<file path="src/rtl/atm_pkg.sv">
package atm_pkg;
  typedef enum logic [1:0] {
    PH_IDLE  = 2'd0,
    PH_COUNT = 2'd1,
    PH_HOLD  = 2'd2
  } phase_e;
endpackage

</file>
<file path="src/rtl/atm_slave_merge.sv">
module atm_slave_merge #(
  parameter int N_SLAVES = 3
) (
  input  logic [N_SLAVES-1:0] wait_v,
  input  logic [N_SLAVES-1:0] rearb_v,
  input  logic [N_SLAVES-1:0] ack_v,
  output logic                any_wait,
  output logic                any_rearb,
  output logic                any_ack
);
  assign any_wait  = |wait_v;
  assign any_rearb = |rearb_v;
  assign any_ack   = |ack_v;
endmodule

</file>
<file path="src/rtl/atm_window_counter.sv">
module atm_window_counter #(
  parameter int WINDOW = 16
) (
  input  logic clk,
  input  logic rst,
  input  logic clear,
  input  logic inc,
  output logic at_last
);
  localparam int CW = (WINDOW > 2) ? $clog2(WINDOW) : 1;
  localparam logic [CW-1:0] LAST = CW'(WINDOW - 1);

  logic [CW-1:0] cnt_q;

  always_ff @(posedge clk) begin
    if (rst || clear) cnt_q <= '0;
    else if (inc)     cnt_q <= cnt_q + 1'b1;
  end

  assign at_last = (cnt_q == LAST);
endmodule

</file>
<file path="src/rtl/atm_onehot_decode.sv">
module atm_onehot_decode #(
  parameter int N  = 4,
  parameter int IW = 2
) (
  input  logic [IW-1:0] idx,
  input  logic          en,
  output logic [N-1:0]  vec
);
  for (genvar g = 0; g < N; g++) begin : g_bit
    assign vec[g] = en && (idx == IW'(g));
  end
endmodule

</file>
<file path="src/rtl/addr_timeout_monitor.sv">
module addr_timeout_monitor #(
  parameter int N_MASTERS = 4,
  parameter int N_SLAVES  = 3,
  parameter int WINDOW    = 16,
  localparam int MID_W    = (N_MASTERS > 1) ? $clog2(N_MASTERS) : 1
) (
  input  logic                 clk,
  input  logic                 rst,
  input  logic                 addr_valid,
  input  logic [MID_W-1:0]     master_id,
  input  logic                 master_abort,
  input  logic [N_SLAVES-1:0]  slv_wait,
  input  logic [N_SLAVES-1:0]  slv_rearb,
  input  logic [N_SLAVES-1:0]  slv_addr_ack,
  output logic [N_MASTERS-1:0] timeout_o,
  output logic                 phase_done_o
);
  import atm_pkg::*;

  phase_e             state_q, state_d;
  logic [MID_W-1:0]   owner_q, owner_now;
  logic               any_wait, any_rearb, any_ack, end_evt;
  logic               cnt_clr, cnt_inc, cnt_last;
  logic               fire_to, fire_done;
  logic [N_MASTERS-1:0] to_vec;

  atm_slave_merge #(.N_SLAVES(N_SLAVES)) u_merge (
    .wait_v   (slv_wait),
    .rearb_v  (slv_rearb),
    .ack_v    (slv_addr_ack),
    .any_wait (any_wait),
    .any_rearb(any_rearb),
    .any_ack  (any_ack)
  );

  atm_window_counter #(.WINDOW(WINDOW)) u_cnt (
    .clk    (clk),
    .rst    (rst),
    .clear  (cnt_clr),
    .inc    (cnt_inc),
    .at_last(cnt_last)
  );

  assign end_evt   = any_ack | any_rearb | master_abort;
  assign owner_now = (state_q == PH_IDLE) ? master_id : owner_q;

  always_comb begin
    state_d   = state_q;
    cnt_clr   = 1'b0;
    cnt_inc   = 1'b0;
    fire_to   = 1'b0;
    fire_done = 1'b0;
    unique case (state_q)
      PH_IDLE, PH_COUNT: begin
        if (!addr_valid) begin
          state_d = PH_IDLE;
          cnt_clr = 1'b1;
        end else if (end_evt) begin
          state_d   = PH_IDLE;
          cnt_clr   = 1'b1;
          fire_done = 1'b1;
        end else if (any_wait) begin
          state_d = PH_HOLD;
          cnt_clr = 1'b1;
        end else if (cnt_last) begin
          state_d   = PH_IDLE;
          cnt_clr   = 1'b1;
          fire_done = 1'b1;
          fire_to   = 1'b1;
        end else begin
          state_d = PH_COUNT;
          cnt_inc = 1'b1;
        end
      end
      PH_HOLD: begin
        if (end_evt) begin
          state_d   = PH_IDLE;
          cnt_clr   = 1'b1;
          fire_done = 1'b1;
        end
      end
      default: begin
        state_d = PH_IDLE;
        cnt_clr = 1'b1;
      end
    endcase
  end

  atm_onehot_decode #(.N(N_MASTERS), .IW(MID_W)) u_dec (
    .idx(owner_now),
    .en (fire_to),
    .vec(to_vec)
  );

  always_ff @(posedge clk) begin
    if (rst) begin
      state_q      <= PH_IDLE;
      owner_q      <= '0;
      timeout_o    <= '0;
      phase_done_o <= 1'b0;
    end else begin
      state_q      <= state_d;
      timeout_o    <= to_vec;
      phase_done_o <= fire_done;
      if (state_q == PH_IDLE && addr_valid) owner_q <= master_id;
    end
  end
endmodule

</file>
<file path="config.mk">
export PLATFORM = sky130hd
export DESIGN_NAME = addr_timeout_monitor
export DESIGN_NICKNAME = d
export VERILOG_FILES = /design/src/rtl/atm_pkg.sv /design/src/rtl/atm_slave_merge.sv /design/src/rtl/atm_window_counter.sv /design/src/rtl/atm_onehot_decode.sv /design/src/rtl/addr_timeout_monitor.sv
export SDC_FILE = /design/constraint.sdc
export NUM_CORES = 1
export LEC_CHECK = 0
export BUFFER_PORTS_ARGS = -buffer_cell sky130_fd_sc_hd__buf_4
export CAP_MARGIN = 10
export CORE_MARGIN = 2
export CORE_UTILIZATION = 34
export DETAILED_ROUTE_END_ITERATION = 10
export GPL_ROUTABILITY_DRIVEN = 0
export PLACE_DENSITY_LB_ADDON = 0.12
export SLEW_MARGIN = 20
export SYNTH_ARGS = -nofsm -noshare
export SYNTH_HDL_FRONTEND = slang
export SYNTH_SLANG_ARGS = --single-unit
</file>
<file path="constraint.sdc">
create_clock -name clk -period 1.5 [get_ports clk]
set_input_delay 0.15 -clock clk [delete_from_list [all_inputs] [get_ports clk]]
set_output_delay 0.15 -clock clk [all_outputs]
set_load 0.02 [all_outputs]
</file>
==> metrics.txt, run 1 <==
Mapped Nets 78; origin of the critical flop-to-flop path u_cnt.cnt_q[0]$_SDFFE_PP0P_; vias per cell 5.282; Worst path depth 5; CTS resizes 0; placed cell areas 754.5 µm²; core area approximately 1500 µm²; Clock Tree Buf Depth 2; number of CTS-inserted buffers 3; main area contributors after synthesis dfxtp_1 (46%), a21oi_1 (6.2%), nand2_1 (4.0%); 1st-iter DRT viols 11; Remaining DRCs 0; Die Y ~45 µm; cell area after layout approximately 780 µm²; IO buf count 19; post-synth top area cell dfxtp_1; critical-path cell list buf_4, or4_1, or3_1, nand3b_4, nor3b_2; reg2reg path depth 4; Yosys cell types 23; Static Leakage 0.3429 nW; critical path's slowest cell or4_1; register area share after synthesis between 40% and 50%; min Tclk post-route roughly 1400 ps; Worst Clk Skew around 4.8 ps; r2r setup slk between 200 and 300 ps; Max IR drop VDD slightly below 600 µV; initial antenna violation count 0; delay-heaviest family, CP simple AND/OR/NAND/NOR gates; post-synthesis register bit count 13; Max Clk Rate between 0.7 and 0.8 GHz; Sink Count 13; Primary FF master, synth dfxtp_1; CP Data Required Time 1710 ps; warnings from Yosys 0; GRT overflow 0; io pins 20; vias in the first global route just over 500; Setup Viol. Count Final 0; Layout area overhead 38.36%; Critical Path Source Type input pin; CTS Hold Bufs 0; clk slew on worst S/H paths roughly 80 ps; CP bufs+invs 1; Routed WL per cell approximately 11 µm; Post-synth ARST share 0%; Setup WS pre-CTS -141.1 ps; CP arrival 1570 ps; Core Rows 14; post-route setup slack between 100 and 150 ps; cells after synthesis slightly above 60; CTS tree yes; Setup TNS 0 ps; Root Driver clkbuf_4; reg-to-reg endpoint timeout_o[2]$_SDFF_PP0_; final wirelength about 1.1 mm; hold endpoint phase_done_o$_SDFF_PP0_; final core occ a little over 50%; Fillers 144; EDFF count, synth 0; Hold Path Stages 2; max cap viols 0; min-delay src rst; slew margin rel. 71.78%; Avg Inst Size Synth a little over 9 µm²; Crit Path Max Fanout 4; most common cell after layout, fill and taps aside buf_4; Antenna diodes 0; Vias 544; Die Area 2002 µm²; H-tree levels 1; Worst Tran Pin Value roughly 420 ps; critical path's largest stage delay between 500 and 600 ps; Routed Antenna Nets 0; CP endpoint kind flop; total power around 0.62 mW; global-route wire length before repair ~2 mm; Slew Limit Fails 0; period utilization around nine tenths; RSZ-0062 raised after global routing no; Netlist Area Pre-Place around 560 µm²; first-pass detailed-route iteration total 4; ratio of cells with drive above 1 in the final layout about a third; Initial Util between 30 and 40%; DPL Wire Length between 800 and 900 µm; Die W between 40 and 50 µm; top cell type's share of synthesized area 46.12%; pwr/cell area ~800 nW/µm²; post-CTS setup buffers 0; Clock Latency Late Sink about 280 ps; largest net degree at the start of global routing 8; most frequent cells in the layout buf_4 (22), dfxtp_1 (13), a21oi_1 (7), nand2_1 (6), nor2_1 (5); Hold Crit Class input pin to flop; Final Hold Fails 0; fin nets 104; status finished clean; GRT Total Usage between 10 and 15%; worst setup path class input pin to flop
-- registers in the layout (all words and copies together) (netlist names) --
register and flops:
state_q 2, u_cnt.cnt_q 4, timeout_o 4, owner_q 2, phase_done_o 1
-- per-layer routing --
metal | GRT usage (%) | wire length [µm] | share of wire [%]
met5 | 0 | 0 | 0
met4 | 9.091 | 28 | 2.5
met2 | 22.90 | 530 | 47
met1 | 15.38 | 481 | 42
met3 | 6.000 | 92 | 8.1
-- worst max-delay path by stage --
stage	startpoint	endpoint	slack, ps
4_1_cts	slv_rearb[0]	timeout_o[1]$_SDFF_PP0_	130
6_report	slv_rearb[0]	timeout_o[2]$_SDFF_PP0_	130
3_3_place_gp	slv_rearb[0]	timeout_o[2]$_SDFF_PP0_	-120
3_5_place_dp	slv_rearb[0]	timeout_o[1]$_SDFF_PP0_	-140
2_1_floorplan	slv_rearb[0]	timeout_o[2]$_SDFF_PP0_	-50
5_1_grt	slv_rearb[0]	timeout_o[2]$_SDFF_PP0_	60
-- area by class of cell --
type                       instances  area (µm²)  area share, %
multi-input combinational         48       309.0          39.58
sequential                        13       260.3          33.33
timing repair buffer              22       165.2          21.15
clock buffer                       4       26.28          3.365
tap                               16       20.02          2.564
-- where the power goes --
part / total, mW / switching [mW] / leakage, nW / internal (mW)
clock network: 0.212 / 0.109 / 0.0150 / 0.103
registers: 0.351 / 0.00184 / 0.105 / 0.349
logic: 0.0593 / 0.0246 / 0.223 / 0.0346
total: 0.622 / 0.135 / 0.343 / 0.487
-- cells in the mapped netlist, types with 2 or more instances --
cell type  instances
or4_1              2
nand2_1            6
nor2_1             5
mux2i_1            2
nor2b_1            2
a21oi_1            7
dfxtp_1           13
nor3b_1            2
nand3b_1           2
nand3_1            4
or3_1              3
nor4_1             3
-- logic make-up after synthesis --
logic type      after synthesis  synth area share, %
fa+ha+maj                     1                2.217
mux                           2                3.548
buf+inv                       1               0.8861
compound gates               10                9.756
flops                        13                46.12
simple gates                 35                37.47
-- per-stage QoR --
step                      hold slack, ps  cells
after floorplan                    219.1     62
after global placement             342.9     99
after detailed placement           342.5     99
after CTS                          42.42    103
after global routing               30.51    103
final                              50.94    103
Power figures use the tool's default switching activity.
==> inputs of run 2 (changes only) <==
==> constraint.sdc (replaced) <==
create_clock -name clk -period 1.4 [get_ports clk]
set_input_delay 0.14 -clock clk [delete_from_list [all_inputs] [get_ports clk]]
set_output_delay 0.14 -clock clk [all_outputs]
set_load 0.02 [all_outputs]
==> run 2 against run 1 <==
Clock power increased by 4%. Final area is the same. Sequential share of layout area is the same. Flip-flop and latch count is the same. Critical endpoint is now timeout_o[1]$_SDFF_PP0_. Largest cell class unchanged.
==> metrics.txt, run 2 (synthesized netlist as in run 1, its figures left out) <==
Max Clk Rate approximately 0.77 GHz; status finished clean (unchanged); crit path from slv_rearb[0] (unchanged); RSZ-0062 raised after global routing no (unchanged); origin of the critical flop-to-flop path u_cnt.cnt_q[0]$_SDFFE_PP0P_ (unchanged); Final Hold Fails 0 (unchanged); fin nets 104 (unchanged); DPL Wire Length 878.7 µm (was 886.4 µm); pwr/cell area 849.0 nW/µm² (was 796.7 nW/µm²); critical path's largest stage delay 510 ps (was 520 ps); Clock Latency Late Sink 270 ps (was 280 ps); vias per cell 5.291 (was 5.282); Die W 44.74 µm (unchanged); Static Leakage 0.3440 nW (was 0.3429 nW); CTS resizes 0 (unchanged); core area 1524 µm² (unchanged); CP Capture Point timeout_o[1]$_SDFF_PP0_ (was timeout_o[2]$_SDFF_PP0_); IO buf count 19 (unchanged); Routed WL per cell 11.10 µm (was 10.99 µm); ratio of cells with drive above 1 in the final layout 33.33% (unchanged); H-tree levels 1 (unchanged); Remaining DRCs 0 (unchanged); Layout area overhead 38.36% (unchanged); most frequent cells in the layout buf_4 (22), dfxtp_1 (13), a21oi_1 (7), nand2_1 (6), nor2_1 (5) (unchanged); Root Driver clkbuf_4 (unchanged); number of CTS-inserted buffers 3 (unchanged); clk slew on worst S/H paths 70 ps (was 80 ps); slew margin rel. 72.29% (was 71.78%); reg-to-reg endpoint timeout_o[1]$_SDFF_PP0_ (was timeout_o[2]$_SDFF_PP0_); r2r setup slk 140 ps (was 250 ps); min Tclk post-route 1304 ps; Die Area 2002 µm² (unchanged); CP endpoint kind flop (unchanged); Worst Tran Pin Value 414.8 ps (was 422.5 ps); Initial Util 37.03% (unchanged); Setup WS pre-CTS -183.0 ps (was -141.1 ps); CP Data Required Time 1600 ps (was 1710 ps); max cap viols 0 (unchanged); Slew Limit Fails 0 (unchanged); Routed Antenna Nets 0 (unchanged); post-CTS setup buffers 0 (unchanged); post-route setup slack 96.35 ps (was 133.8 ps); worst setup path class input pin to flop (unchanged); Hold Crit Class input pin to flop (unchanged); Critical Path Source Type input pin (unchanged); Clock Tree Buf Depth 2 (unchanged); Vias 545 (was 544); largest net degree at the start of global routing 8 (unchanged); initial antenna violation count 0 (unchanged); Setup Viol. Count Final 0 (unchanged); biggest regs timeout_o x4, u_cnt.cnt_q x4 (unchanged); Crit Path Max Fanout 4 (unchanged); vias in the first global route 505 (was 519); CP arrival 1500 ps (was 1570 ps); critical path's slowest cell or4_1 (unchanged); io pins 20 (unchanged); CTS Hold Bufs 0 (unchanged); total power 0.6629 mW (was 0.6220 mW); Antenna diodes 0 (unchanged); GRT overflow 0 (unchanged); CTS tree yes (unchanged); most common cell after layout, fill and taps aside buf_4 (unchanged); Worst Clk Skew 2.050 ps (was 4.761 ps); GRT Total Usage 12.94% (was 14.27%); Sink Count 13 (unchanged); final wirelength 1.143 mm (was 1.132 mm); 1st-iter DRT viols 35 (was 11); critical-path cell list buf_4, or4_1, or3_1, nand3b_4, nor3b_2 (unchanged); period utilization between 90% and 100%; Max IR drop VDD 742.3 µV (was 581.6 µV); reg2reg path depth 4 (unchanged); global-route wire length before repair 1.890 mm (was 2.007 mm); Fillers 147 (was 144); Die Y 44.74 µm (unchanged); Hold Path Stages 3 (was 2); Core Rows 14 (unchanged); first-pass detailed-route iteration total 4 (unchanged)
run 2: cell counts in the layout (fill, tap and decap cells not counted):
Identical to the previous run, type by type.
run 2: cell type report:
type,count,area (µm²),share of cell area (%)
Clock buffer,4,26.28,3.365
Sequential cell,13,260.3,33.33
Timing Repair Buffer,22,165.2,21.15
Multi-Input combinational cell,48,309.0,39.58
Tap cell,16,20.02,2.564
run 2: metrics by stage:
stage | TNS, ps | area, µm² | util (%) | hold slack [ps] | cells
after floorplan | -431.5 | 580.6 | - | 209.1 | 62
after global placement | -1152 | 754.5 | 49.51 | 409.2 | 99
after detailed placement | -1240 | 754.5 | 49.51 | 417.4 | 99
after CTS | 0 | 780.7 | 51.23 | 122.8 | 103
after global routing | 0 | 780.7 | 51.23 | 134.4 | 103
final | 0 | 780.7 | 51.23 | 129.5 | 103
run 2: where the power goes:
part / leakage (nW) / switching, mW / internal, mW / total, mW
clock: 0.0150 / 0.111 / 0.110 / 0.221
combinational: 0.224 / 0.0271 / 0.0387 / 0.0657
sequential: 0.105 / 0.00198 / 0.374 / 0.376
total: 0.344 / 0.140 / 0.523 / 0.663
run 2: worst max-delay path, delay by kind of cell:
kind | cells | cell delay [ps]
buf+inv | 1 | 100
simple gates | 4 | 1260
run 2: layer usage:
layer  GRT usage, %  up-vias  part of all wire [%]  wire length [µm]
met3          6.000        2                    10               116
met2          22.03       24                    45               517
li1               -      284                     -                 -
met1          14.39      235                    43               493
met4          3.636        0                   1.4                16
met5              0        -                     0                 0
run 2: worst min-delay path by stage:
stage,from,to,slack (ps)
CTS,master_id[1],owner_q[1]$_SDFFE_PP0P_,120
finish,master_id[1],owner_q[1]$_SDFFE_PP0P_,130
floorplan,rst,owner_q[0]$_SDFFE_PP0P_,210
detailed placement,master_id[1],owner_q[1]$_SDFFE_PP0P_,420
global placement,master_id[0],owner_q[0]$_SDFFE_PP0P_,410
global route,rst,owner_q[0]$_SDFFE_PP0P_,130
==> inputs of run 3 (changes only) <==
--- a/config.mk
+++ b/config.mk
@@ -11,7 +11,6 @@
 export CORE_UTILIZATION = 34
 export DETAILED_ROUTE_END_ITERATION = 10
 export GPL_ROUTABILITY_DRIVEN = 0
-export PLACE_DENSITY_LB_ADDON = 0.12
 export SLEW_MARGIN = 20
 export SYNTH_ARGS = -nofsm -noshare
 export SYNTH_HDL_FRONTEND = slang
==> run 3 against run 2 <==
Via count shrank 2.4%. Worst setup slack lost 5.1 ps. Register-to-register slack is essentially flat. Final cell count shrank 0.97%. Worst hold slack lost 83 ps. Final area shrank 0.96%. Clock skew is essentially flat. Flip-flop and latch count is the same. Routed wire length shrank 7.3%. Non-clock buffer count shrank 1. Critical endpoint unchanged. Largest cell class unchanged. Largest power group unchanged.
==> metrics.txt, run 3 (synthesized netlist as in run 1, its figures left out) <==
1st-iter DRT viols 11 (was 35); Hold Path Stages 2 (was 3); initial antenna violation count 0 (unchanged); post-CTS setup buffers 0 (unchanged); vias per cell 5.216 (was 5.291); CTS Hold Bufs 0 (unchanged); ratio of cells with drive above 1 in the final layout 32.56% (was 33.33%); placed cells 98 (was 99); reg2reg path depth 4 (unchanged); final wirelength 1.060 mm (was 1.143 mm); Max IR drop VDD 517.9 µV (was 742.3 µV); GRT Total Usage 12.45% (was 12.94%); min Tclk post-route 1309 ps (was 1304 ps); status finished clean (unchanged); Sink Count 13 (unchanged); Max Clk Rate 0.7641 GHz (was 0.7671 GHz); first-pass detailed-route iteration total 4 (unchanged); Static Leakage 0.3392 nW (was 0.3440 nW); Critical Path Source Type input pin (unchanged); Die Area 2002 µm² (unchanged); Clock Latency Late Sink 270 ps (about the same); Initial Util 37.03% (unchanged); Worst Tran Pin Value 410.2 ps (was 414.8 ps); fin nets 103 (was 104); pwr/cell area 858.5 nW/µm² (was 849.0 nW/µm²); biggest regs timeout_o x4, u_cnt.cnt_q x4 (unchanged); CTS tree yes (unchanged); clk slew on worst S/H paths 80 ps (was 70 ps); r2r setup slk 140 ps (about the same); global-route wire length before repair 1.835 mm (was 1.890 mm); GRT overflow 0 (unchanged); Final Hold Fails 0 (unchanged); Slew Limit Fails 0 (unchanged); core area 1524 µm² (unchanged); Die Y 44.74 µm (unchanged); vias in the first global route 464 (was 505); Layout area overhead 37.03% (was 38.36%); largest net degree at the start of global routing 8 (unchanged); Fillers 146 (was 147); Crit Path Max Fanout 4 (unchanged); Antenna diodes 0 (unchanged); IO buf count 19 (unchanged); critical path's slowest cell or4_1 (unchanged); CTS resizes 0 (unchanged); Remaining DRCs 0 (unchanged); CP endpoint kind flop (unchanged); Hold Crit Class input pin to flop (unchanged); max cap viols 0 (unchanged); Layout Cells excl Fill 102 (was 103); placed cell areas 747.0 µm² (was 754.5 µm²); worst setup path class input pin to flop (unchanged); Setup Viol. Count Final 0 (unchanged); most common cell after layout, fill and taps aside buf_4 (unchanged); Die W 44.74 µm (unchanged); Worst Clk Skew 1.644 ps (was 2.050 ps); io pins 20 (unchanged); RSZ-0062 raised after global routing no (unchanged); most frequent cells in the layout buf_4 (21), dfxtp_1 (13), a21oi_1 (7), nand2_1 (6), nor2_1 (5) (was buf_4 (22), dfxtp_1 (13), a21oi_1 (7), nand2_1 (6), nor2_1 (5)); DPL Wire Length 875.6 µm (was 878.7 µm); Core Rows 14 (unchanged); Routed WL per cell 10.39 µm (was 11.10 µm); critical path's largest stage delay 520 ps (was 510 ps); slew margin rel. 72.60% (was 72.29%); cell area after layout 773.2 µm² (was 780.7 µm²); Vias 532 (was 545); Clock Tree Buf Depth 2 (unchanged); CP arrival 1510 ps (was 1500 ps); period utilization 93.48% (was 93.12%); Routed Antenna Nets 0 (unchanged); total power 0.6639 mW (was 0.6629 mW); number of CTS-inserted buffers 3 (unchanged); critical-path cell list buf_4, or4_1, or3_1, nand3b_4, nor3b_2 (unchanged); CP Data Required Time 1600 ps (about the same); Root Driver clkbuf_4 (unchanged); H-tree levels 1 (unchanged)
-- run 3: cell count changes in the layout (fill, tap and decap cells not counted), sizes merged --
cell / before / now
buf: 22 / 21
-- run 3: per-stage QoR --
step	hold WS (ps)	setup slack [ps]	setup TNS (ps)	utilization (%)
final	46.32	91.23	0	50.74
after global routing	47.59	5.746	0	50.74
after CTS	42.43	85.56	0	50.74
after detailed placement	334.1	-198.5	-1430	49.01
after global placement	330.5	-177.4	-1230	49.01
after floorplan	209.1	-140.8	-431.5	-
-- run 3: path summary, 6_finish.rpt --
check                              startpoint                      end
setup / recovery                 slv_rearb[0]  timeout_o[1]$_SDFF_PP0_
hold / removal                            rst  owner_q[1]$_SDFFE_PP0P_
setup reg to reg  u_cnt.cnt_q[0]$_SDFFE_PP0P_  timeout_o[1]$_SDFF_PP0_
hold reg to reg       owner_q[1]$_SDFFE_PP0P_  owner_q[1]$_SDFFE_PP0P_
-- run 3: metal layers --
metal  track usage [%]  part of all wire, %  vias to the layer above
li1                  -                    -                      276
met1             17.41                   46                      234
met2             18.55                   45                       22
met3             3.600                  8.0                        0
met4             3.636                    0                        0
met5                 0                    0                        -
-- run 3: cell type report --
| cell class | instances | area (µm²) | area share (%) |
|---|---|---|---|
| timing repair buffer | 21 | 157.7 | 20.39 |
| clock buffer | 4 | 26.28 | 3.398 |
| tap | 16 | 20.02 | 2.589 |
| sequential | 13 | 260.3 | 33.66 |
| multi-input combinational | 48 | 309.0 | 39.97 |
-- run 3: power by group --
part	internal (mW)	switching [mW]	leakage [nW]
Sequential	0.374	0.00185	0.105
Clock	0.110	0.115	0.0150
Combinational	0.0369	0.0256	0.219
Total	0.521	0.143	0.339
-- run 3: critical path, delay by kind of cell --
| kind | cells | cell delay [ps] |
|---|---|---|
| and+or+nand+nor | 4 | 1260 |
| buffers and inverters | 1 | 100 |
